## src/rtl/dspi_pkg.sv

```systemverilog
package dspi_pkg;

    localparam int IDX_W  = 8;
    localparam int DATA_W = 16;

    typedef enum logic [1:0] {
        OP_WRITE  = 2'd0,
        OP_READ   = 2'd1,
        OP_STATUS = 2'd2,
        OP_INDEX  = 2'd3
    } op_e;

    typedef enum logic [1:0] {
        ST_IDLE,
        ST_XFER,
        ST_HOLD,
        ST_GAP
    } seq_st_e;

    // Lead byte: fixed pattern 0111_0 then id, selector, direction.
    function automatic logic [7:0] lead_byte(input logic id, input logic sel, input logic rd);
        return {5'b01110, id, sel, rd};
    endfunction

    function automatic logic two_frames(input op_e op);
        return (op == OP_WRITE) || (op == OP_READ);
    endfunction

    // Position of the final byte within a frame.
    function automatic logic [1:0] last_pos(input op_e op);
        return (op == OP_STATUS) ? 2'd3 : 2'd2;
    endfunction

    function automatic logic [7:0] frame_byte(
        input op_e                op,
        input logic               frame,
        input logic [1:0]         pos,
        input logic               id,
        input logic [IDX_W-1:0]   idx,
        input logic [DATA_W-1:0]  wdata,
        input logic               inv
    );
        logic [7:0] raw;
        raw = 8'h00;
        if (!frame) begin
            case (pos)
                2'd0:    raw = lead_byte(id, 1'b0, op == OP_STATUS);
                2'd2:    raw = (op == OP_STATUS) ? 8'h00 : idx;
                default: raw = 8'h00;
            endcase
        end else begin
            case (pos)
                2'd0:    raw = lead_byte(id, 1'b1, op == OP_READ);
                2'd1:    raw = (op == OP_WRITE) ? wdata[15:8] : 8'h00;
                2'd2:    raw = (op == OP_WRITE) ? wdata[7:0] : 8'h00;
                default: raw = 8'h00;
            endcase
        end
        return inv ? ~raw : raw;
    endfunction

endpackage

```

## src/rtl/dspi_tick.sv

```systemverilog
module dspi_tick #(
    parameter int CLK_DIV = 13
) (
    input  logic clk,
    input  logic rst_n,
    input  logic restart_i,
    output logic tick_o
);
    localparam int CW = (CLK_DIV > 1) ? $clog2(CLK_DIV) : 1;
    localparam logic [CW-1:0] CNT_LAST = CW'(CLK_DIV - 1);

    logic [CW-1:0] cnt_d, cnt_q;

    assign tick_o = (cnt_q == CNT_LAST);

    always_comb begin
        cnt_d = cnt_q + 1'b1;
        if (restart_i || tick_o) begin
            cnt_d = '0;
        end
    end

    always_ff @(posedge clk or negedge rst_n) begin
        if (!rst_n) begin
            cnt_q <= '0;
        end else begin
            cnt_q <= cnt_d;
        end
    end
endmodule

```

## src/rtl/dspi_shift.sv

```systemverilog
module dspi_shift (
    input  logic       clk,
    input  logic       rst_n,
    input  logic       tick_i,
    input  logic       load_i,
    input  logic [7:0] load_byte_i,
    input  logic       miso_i,
    output logic       sclk_o,
    output logic       mosi_o,
    output logic [7:0] rx_byte_o,
    output logic       byte_done_o
);
    typedef struct packed {
        logic       active;
        logic       sclk;
        logic [2:0] bitcnt;
        logic [7:0] tx;
        logic [7:0] rx;
    } shift_t;

    shift_t d, q;

    assign sclk_o      = q.sclk;
    assign mosi_o      = q.active & q.tx[7];
    assign rx_byte_o   = q.rx;
    assign byte_done_o = q.active & tick_i & q.sclk & (q.bitcnt == 3'd7);

    always_comb begin
        d = q;
        if (load_i) begin
            d.active = 1'b1;
            d.sclk   = 1'b0;
            d.bitcnt = 3'd0;
            d.tx     = load_byte_i;
        end else if (q.active && tick_i) begin
            if (!q.sclk) begin
                d.sclk = 1'b1;
                d.rx   = {q.rx[6:0], miso_i};
            end else begin
                d.sclk = 1'b0;
                if (q.bitcnt == 3'd7) begin
                    d.active = 1'b0;
                end else begin
                    d.bitcnt = q.bitcnt + 3'd1;
                    d.tx     = {q.tx[6:0], 1'b0};
                end
            end
        end
    end

    always_ff @(posedge clk or negedge rst_n) begin
        if (!rst_n) begin
            q <= '0;
        end else begin
            q <= d;
        end
    end
endmodule

```

## src/rtl/dspi_seq.sv

```systemverilog
module dspi_seq
    import dspi_pkg::*;
#(
    parameter int GAP_TICKS = 2
) (
    input  logic              clk,
    input  logic              rst_n,
    input  logic              req_valid_i,
    input  logic [1:0]        req_op_i,
    input  logic [IDX_W-1:0]  req_index_i,
    input  logic [DATA_W-1:0] req_wdata_i,
    input  logic              cfg_id_i,
    input  logic              cfg_invert_i,
    input  logic              tick_i,
    input  logic              byte_done_i,
    input  logic [7:0]        rx_byte_i,
    output logic              req_ready_o,
    output logic              load_o,
    output logic [7:0]        load_byte_o,
    output logic              restart_o,
    output logic              cs_n_o,
    output logic              done_o,
    output logic [DATA_W-1:0] rdata_o
);
    localparam int GW = (GAP_TICKS > 1) ? $clog2(GAP_TICKS) : 1;
    localparam logic [GW-1:0] GAP_LAST = GW'(GAP_TICKS - 1);

    typedef struct packed {
        seq_st_e           st;
        op_e               op;
        logic [IDX_W-1:0]  idx;
        logic [DATA_W-1:0] wdata;
        logic              id;
        logic              inv;
        logic              frame;
        logic [1:0]        pos;
        logic [GW-1:0]     gcnt;
        logic [DATA_W-1:0] acc;
        logic              cs_n;
        logic              done;
        logic [DATA_W-1:0] rdata;
    } seq_t;

    seq_t d, q;

    assign req_ready_o = (q.st == ST_IDLE);
    assign cs_n_o      = q.cs_n;
    assign done_o      = q.done;
    assign rdata_o     = q.rdata;

    always_comb begin
        d           = q;
        d.done      = 1'b0;
        load_o      = 1'b0;
        load_byte_o = 8'h00;
        restart_o   = 1'b0;
        case (q.st)
            ST_IDLE: begin
                restart_o = 1'b1;
                if (req_valid_i) begin
                    d.st    = ST_XFER;
                    d.op    = op_e'(req_op_i);
                    d.idx   = req_index_i;
                    d.wdata = req_wdata_i;
                    d.id    = cfg_id_i;
                    d.inv   = cfg_invert_i;
                    d.frame = 1'b0;
                    d.pos   = 2'd0;
                    d.cs_n  = 1'b0;
                    load_o  = 1'b1;
                    load_byte_o = frame_byte(op_e'(req_op_i), 1'b0, 2'd0, cfg_id_i,
                                             req_index_i, req_wdata_i, cfg_invert_i);
                end
            end
            ST_XFER: begin
                if (byte_done_i) begin
                    d.acc     = {q.acc[7:0], rx_byte_i};
                    restart_o = 1'b1;
                    if (q.pos == last_pos(q.op)) begin
                        d.st = ST_HOLD;
                    end else begin
                        d.pos  = q.pos + 2'd1;
                        load_o = 1'b1;
                        load_byte_o = frame_byte(q.op, q.frame, q.pos + 2'd1, q.id,
                                                 q.idx, q.wdata, q.inv);
                    end
                end
            end
            ST_HOLD: begin
                if (tick_i) begin
                    d.cs_n = 1'b1;
                    d.st   = ST_GAP;
                    d.gcnt = '0;
                end
            end
            ST_GAP: begin
                if (tick_i) begin
                    if (q.gcnt == GAP_LAST) begin
                        if (!q.frame && two_frames(q.op)) begin
                            d.st      = ST_XFER;
                            d.frame   = 1'b1;
                            d.pos     = 2'd0;
                            d.cs_n    = 1'b0;
                            load_o    = 1'b1;
                            restart_o = 1'b1;
                            load_byte_o = frame_byte(q.op, 1'b1, 2'd0, q.id,
                                                     q.idx, q.wdata, q.inv);
                        end else begin
                            d.st   = ST_IDLE;
                            d.done = 1'b1;
                            if (q.op == OP_READ || q.op == OP_STATUS) begin
                                d.rdata = q.acc;
                            end
                        end
                    end else begin
                        d.gcnt = q.gcnt + 1'b1;
                    end
                end
            end
            default: d.st = ST_IDLE;
        endcase
    end

    always_ff @(posedge clk or negedge rst_n) begin
        if (!rst_n) begin
            q       <= '0;
            q.st    <= ST_IDLE;
            q.op    <= OP_WRITE;
            q.cs_n  <= 1'b1;
        end else begin
            q <= d;
        end
    end
endmodule

```

## src/rtl/dspi_regacc.sv

```systemverilog
module dspi_regacc
    import dspi_pkg::*;
#(
    parameter int CLK_DIV   = 13,
    parameter int GAP_TICKS = 2
) (
    input  logic        clk,
    input  logic        rst_n,
    input  logic        req_valid,
    output logic        req_ready,
    input  logic [1:0]  req_op,
    input  logic [7:0]  req_index,
    input  logic [15:0] req_wdata,
    input  logic        cfg_id,
    input  logic        cfg_invert,
    output logic        done,
    output logic [15:0] rdata,
    output logic        sclk,
    output logic        mosi,
    input  logic        miso,
    output logic        cs_n
);
    logic       tick;
    logic       restart;
    logic       load;
    logic [7:0] load_byte;
    logic [7:0] rx_byte;
    logic       byte_done;

    dspi_tick #(.CLK_DIV(CLK_DIV)) u_tick (
        .clk       (clk),
        .rst_n     (rst_n),
        .restart_i (restart),
        .tick_o    (tick)
    );

    dspi_shift u_shift (
        .clk         (clk),
        .rst_n       (rst_n),
        .tick_i      (tick),
        .load_i      (load),
        .load_byte_i (load_byte),
        .miso_i      (miso),
        .sclk_o      (sclk),
        .mosi_o      (mosi),
        .rx_byte_o   (rx_byte),
        .byte_done_o (byte_done)
    );

    dspi_seq #(.GAP_TICKS(GAP_TICKS)) u_seq (
        .clk          (clk),
        .rst_n        (rst_n),
        .req_valid_i  (req_valid),
        .req_op_i     (req_op),
        .req_index_i  (req_index),
        .req_wdata_i  (req_wdata),
        .cfg_id_i     (cfg_id),
        .cfg_invert_i (cfg_invert),
        .tick_i       (tick),
        .byte_done_i  (byte_done),
        .rx_byte_i    (rx_byte),
        .req_ready_o  (req_ready),
        .load_o       (load),
        .load_byte_o  (load_byte),
        .restart_o    (restart),
        .cs_n_o       (cs_n),
        .done_o       (done),
        .rdata_o      (rdata)
    );
endmodule

```

## config.mk

```make
export PLATFORM = sky130hd
export DESIGN_NAME = dspi_regacc
export DESIGN_NICKNAME = d
export VERILOG_FILES = /design/src/rtl/dspi_pkg.sv /design/src/rtl/dspi_tick.sv /design/src/rtl/dspi_shift.sv /design/src/rtl/dspi_seq.sv /design/src/rtl/dspi_regacc.sv
export SDC_FILE = /design/constraint.sdc
export NUM_CORES = 1
export LEC_CHECK = 0
export BUFFER_PORTS_ARGS = -buffer_cell sky130_fd_sc_hd__buf_2
export CORE_MARGIN = 1.5
export CORE_UTILIZATION = 50
export CTS_CLUSTER_SIZE = 16
export DETAILED_ROUTE_END_ITERATION = 8
export PLACE_DENSITY = 0.7
export SLEW_MARGIN = 20
export SYNTH_ARGS = -nofsm -noshare
export SYNTH_HDL_FRONTEND = slang
export SYNTH_SLANG_ARGS = --single-unit
```

## constraint.sdc

```tcl
create_clock -name clk -period 3 [get_ports clk]
set_clock_uncertainty 0.05 [all_clocks]
set_input_delay 0.15 -clock clk [delete_from_list [all_inputs] [get_ports clk]]
set_output_delay 0.15 -clock clk [all_outputs]
set_load 0.02 [all_outputs]
```

Yosys cells after proc, flatten, opt, wreduce, memory -nomap -nowiden. Index checks and enable logic that the tools add are counted.

Register bits after elaboration: 93. Input bits: 32. Output and inout bits: 21.

Add/sub/neg operators: 4. Eq/ne operators: 20. Multiplexer cells: 71. Bitwise operators: 10. Reduce and logical (&&, ||, !) cells: 27.

Operators with widths (number): two-way mux 8 bit (23); case mux 8 bit (3 select lines) (2); two-way mux 18 bit (2); two-way mux 17 bit (2); two-way mux 33 bit (1); inverter 8 bit (3); two-way mux 11 bit (2); two-way mux 21 bit (1); two-way mux 1 bit (17); two-way mux 16 bit (1); case mux 8 bit (2 select lines) (1); two-way mux 2 bit (7); two-way mux 13 bit (1); inequality test 2 bit (second input constant) (6); AND reduction 3 bit (4); AND reduction 6 bit (2); == test 2 bit (second input constant) (5); AND reduction 5 bit (2); nonzero test 2 bit (5); case mux 1 bit (3 select lines) (3); two-way mux 4 bit (2); case mux 2 bit (4 select lines) (1); AND reduction 7 bit (1); == test 2 x 1 -> 1 bit (second input constant) (3); other kinds (19) (35).

Logic depth before layout (Yosys ltp).
Depth after elaboration: 14. Mapped depth: 9. Gate-level depth less buffers: 7.

Cells and area by module. Synthesis repeated with hierarchy kept, for this count alone.

Cells, all modules: 441. Area, all modules: 4839.6 µm².

By module, submodules not included: dspi_seq (instances 1, cells each 344, area an instance 3580.9 µm²); dspi_shift (instances 1, cells each 78, area an instance 1063.5 µm²); dspi_tick (instances 1, cells each 19, area an instance 195.2 µm²).

Worst setup path after synthesis. Ideal clock, no wire load.

Path type: reg-to-reg. Start: register u_seq.q[36] in the netlist's numbering. End: register u_shift.q[9] in the netlist's numbering. Data arrival time: 2238 ps. Required time: 2826 ps. Slack: 588 ps. Stages on the path, launching flop included: 10. Path buffers: 2. Period minus slack after synthesis: 2412 ps. Cells stage by stage: dfrtp_1 > clkbuf_1 > inv_1 > ha_1 > buf_2 > nor3b_1 > a32oi_1 > o21ai_0 > mux2_1 > o31a_1.

Word-level cells in the longest chain between the ends: 13. Elaborated cells between the ends (all ways): 24. Those cells by class: add/sub (1); eq/ne (4); mux (14); bitwise (1); reduce/logical (4).

Ends and longest elaborated chain: start: declaration (RTL line dspi_seq.sv:44) `seq_t d, q;`; adder 2 x 1 -> 2 bit (RTL line dspi_seq.sv:84) `load_byte_o = frame_byte(q.op, q.frame, q.pos + 2'd1, q.id,`; == test 2 bit, or another cell as far along (RTL line dspi_pkg.sv:46, dspi_pkg.sv:52); case mux 8 bit (3 select lines) / case mux 8 bit (2 select lines) (equally long branches) (RTL line dspi_pkg.sv:52, dspi_pkg.sv:46); two-way mux 8 bit (RTL line dspi_pkg.sv:45) `if (!frame) begin`; two-way mux 8 bit (RTL line dspi_seq.sv:79) `if (q.pos == last_pos(q.op)) begin`; two-way mux 8 bit (RTL line dspi_seq.sv:76) `if (byte_done_i) begin`; two-way mux 8 bit (RTL line dspi_seq.sv:57) `case (q.st)`; inverter 8 bit (RTL line dspi_pkg.sv:59) `return inv ? ~raw : raw;`; two-way mux 8 bit (RTL line dspi_pkg.sv:59); two-way mux 8 bit (RTL line dspi_seq.sv:79); two-way mux 8 bit (RTL line dspi_seq.sv:76); case mux 8 bit (3 select lines) (RTL line dspi_seq.sv:57); two-way mux 13 bit (RTL line dspi_shift.sv:30) `if (load_i) begin`; end signal: assignment (RTL line dspi_shift.sv:53) `q <= '0;`; end signal: assignment (RTL line dspi_shift.sv:55) `q <= d;`; end: declaration (RTL line dspi_shift.sv:21) `shift_t d, q;`.

Several ways; a longest one is shown, not always the timed one. The select of a mux whose other input is x is not followed. A chain may end at the register's enable or synchronous reset.

Worst setup path in the final report. Ends and elaborated chain as after synthesis.

==> flow_summary.toml <==
[outcome]
status = "completed"

[worst_setup_path]
r2r_slack_ps = 460
crit_path_end_kind = "flip-flop"
arrival_ps = 2750
cp_top_family = "flip-flops"
critPathMaxStageDelay_ps = 580
critPathLaunchType = "flip-flop"
r2r-start = "u_seq.q[36]"
worstPathRequired_ps = 3210
critical_path_class = "reg -> reg"
rr_endpoint = "u_shift.q[9]"
cp_max_fo = 12
path_cells = "inv_1 -> ha_1 -> nor3b_1 -> buf_4 -> a32oi_1 -> o21ai_0 -> mux2_1 -> o31a_1"
cp_slowest_cell = "dfrtp_1"
worst-r2r-cell-count = 8
cp_num_buf_inv = 2

[power]
p_sw_share_pct = 21.3
internal_power_uw = 1800
p_clk_share_pct = 41.5
powerDensity_nw_per_um2 = 424
p_comb_share_pct = 3.6
p_seq_share_pct = 54.9
total_power_uw = 2290
leakage_uw = 0.00268
p_sw_uw = 488
worst_ir_drop_vdd_v = 0.000218

[flow_run]
drv_cap = 0

[min_path]
whs_path_depth = 3
whs_endpoint = "u_seq.q[38]"
hp-class = "in -> reg"
min-delay-start = "req_valid"

[final_layout]
diodes = 0
drive_gt1_share_pct = 33.5
final_cells = 562
final_net_count = 498
syn2layout_area_growth_pct = 16.4

[yosys]
yosysSeqAreaShare_pct = 50.2
ys_warn_count = 0
synth_top_area_share_pct = 49.7
synth_top_family_by_area = "multiplexers"
synth_edf_count = 0
synth.distinct_cells = 54
yosys.area.top_type = "dfrtp_1"
synth-seq-cells = 93
synth_mux_area_share_pct = 20.4
synth_fa_ha_area_share_pct = 4.59
synth-compound-area-share_pct = 8.10
netlist_area_um2 = 4630
synthTopCellsByArea = "dfrtp_1, mux2_2, ha_1"
avgSynthCellArea_um2 = 12.1
syn_nets = 433
yosys.area_share.simple_pct = 9.07
synth-async-reset-ratio_pct = 100
synth_ff_type = "dfrtp_1"
synth_xor_area_share_pct = 2.08
syn_inst = 384
yosysMostFrequentCell = "dfrtp_1"
yosys-top-cells-count = "dfrtp_1, mux2_2, nor2_1"

[place]
gp_congestion = 0.880
portBuffers = 52
hpwl_mm = 6.01
numPlacedInstances = 517
place_ws_ps = 495

[clock_network]
path_clk_slew_ps = 90
root_buffer = "clkbuf_8"
cts_tree = "yes"
cts.sinks = 93
clockBufferDepth = 2
cts-htree-levels = 3
cts_inserted_buffers = 9
clk_latency_ps = 360

[routing]
wire_per_inst_um = 15.6
routed_wl_mm = 8.79
vias_per_cell = 5.45
initialDrtViolationCount = 107
firstDrtPassIters = 4
num_vias = 3064
detail-route-antenna-nets = 0
route.detailed.drc = 0

[sta]
fin_crit_ps = 2540
rsz0062_at_grt = "false"
setup_viol = 0
setup_slack_ps = 461
fin_tns_setup_ps = 0
hold_viol = 0
worst_slew_pin_slew_ps = 783
maxSlewHeadroom_pct = 47.8
fin_crit_sh_pct = 84.6
fmax_mhz = 394
whs_ps = 127
report.final.slew_viol_count = 0

[floorplanning]
start_util_pct = 52.4
ios = 53
die_h_um = 99.3
dieWidth_um = 99.3
fp.dieArea_um2 = 9860
rows = 34
core_area_um2 = 8850

[global_routing]
grt_pass1_wl_mm = 15.0
grt_max_degree = 63
grtUsageTotal_pct = 19.2
grt_overflow = 0
grt_pass1_vias = 3059
grt_antenna_before_repair = 0
==> repair_timing <==
action / in CTS / in global routing
hold buffers: 29 / 0
gates resized for setup: 0 / 0
hold endpoints to repair: 88 / 0
endpoints found under the setup margin: 0 / 0
setup buffers: 0 / 0
==> layout make-up <==
type	count	area (um2)
Fill cell	711	3450
Sequential cell	93	2330
Clock inverter	6	91.3
Inverter	12	45.0
Tap cell	108	135
Timing Repair Buffer	88	606
Multi-Input combinational cell	245	2050
Clock buffer	10	138
==> registers in the layout, summed over array words and instances (netlist names) <==
name               cells
u_seq.q               50
u_seq.rdata_o         16
u_shift.q             12
u_shift.rx_byte_o      8
u_tick.cnt_q           4
u_seq.cs_n_o           1
u_seq.done_o           1
u_shift.sclk_o         1
==> how the worst max path moves through the flow <==
stage	from	end	depth (start not counted)
final	u_seq.q[36]	u_shift.q[9]	8
after global routing	u_seq.q[36]	u_shift.q[9]	8
after CTS	u_seq.q[36]	u_shift.q[9]	8
after detailed placement	u_seq.q[36]	u_shift.q[9]	8
after global placement	u_seq.q[36]	u_shift.q[9]	8
after floorplan	u_seq.q[36]	u_shift.q[9]	9
==> per-layer routing <==
metal / GRT usage (%) / vias to the layer above / part of all wire, %
met5: 0 / - / 0
met4: 6.83 / 0 / 1.3
met3: 3.44 / 9 / 3.9
met2: 31.3 / 72 / 47
met1: 26.1 / 1515 / 47
li1: - / 1468 / -
==> power groups by stage <==
stage                     Sequential (uW)  Combinational, uW  Clock [uW]
final                                1250               82.9         949
after global routing                 1260               92.7        1020
after CTS                            1250               83.8         968
after detailed placement             1280               55.3           0
after global placement               1280               54.1           0
after floorplan                      1280               5.64           0
==> cell usage in the layout (no fill, tap or decap), types with 8 or more instances in the layout <==
cell type	n
nand3_1	18
nor2_1	22
a21oi_1	8
mux2_4	8
dlygate4sd3_1	29
xnor2_1	8
buf_4	8
buf_2	51
dfrtp_1	92
clkbuf_8	10
nand2_1	19
inv_1	12
ha_1	17
mux2_1	8
mux2_2	60
==> worst register-to-register path, cell delays in order, from the launching register on <==
cell	delay, ps
dfrtp_1	580
inv_1	200
ha_1	350
nor3b_1	190
buf_4	170
a32oi_1	150
o21ai_0	140
mux2_1	330
o31a_1	270
==> cell families (layout without fill, tap and decap cells) <==
group	Yosys count	after routing
AO/OA/AOI/OAI	51	51
XOR/XNOR	11	11
buffers and inverters	46	116
adder cells (fa/ha/maj)	17	17
multiplexers	82	82
AND/OR/NAND/NOR	84	84
flip-flops	93	93
==> metrics by stage <==
stage / cell area [um2] / utilization [%]
after floorplan: 4630 / -
after global routing: 5390 / 61.0
after global placement: 4870 / 55.1
after detailed placement: 4870 / 55.1
final: 5390 / 61.0
after CTS: 5390 / 61.0
Power figures use the tool's default switching activity.
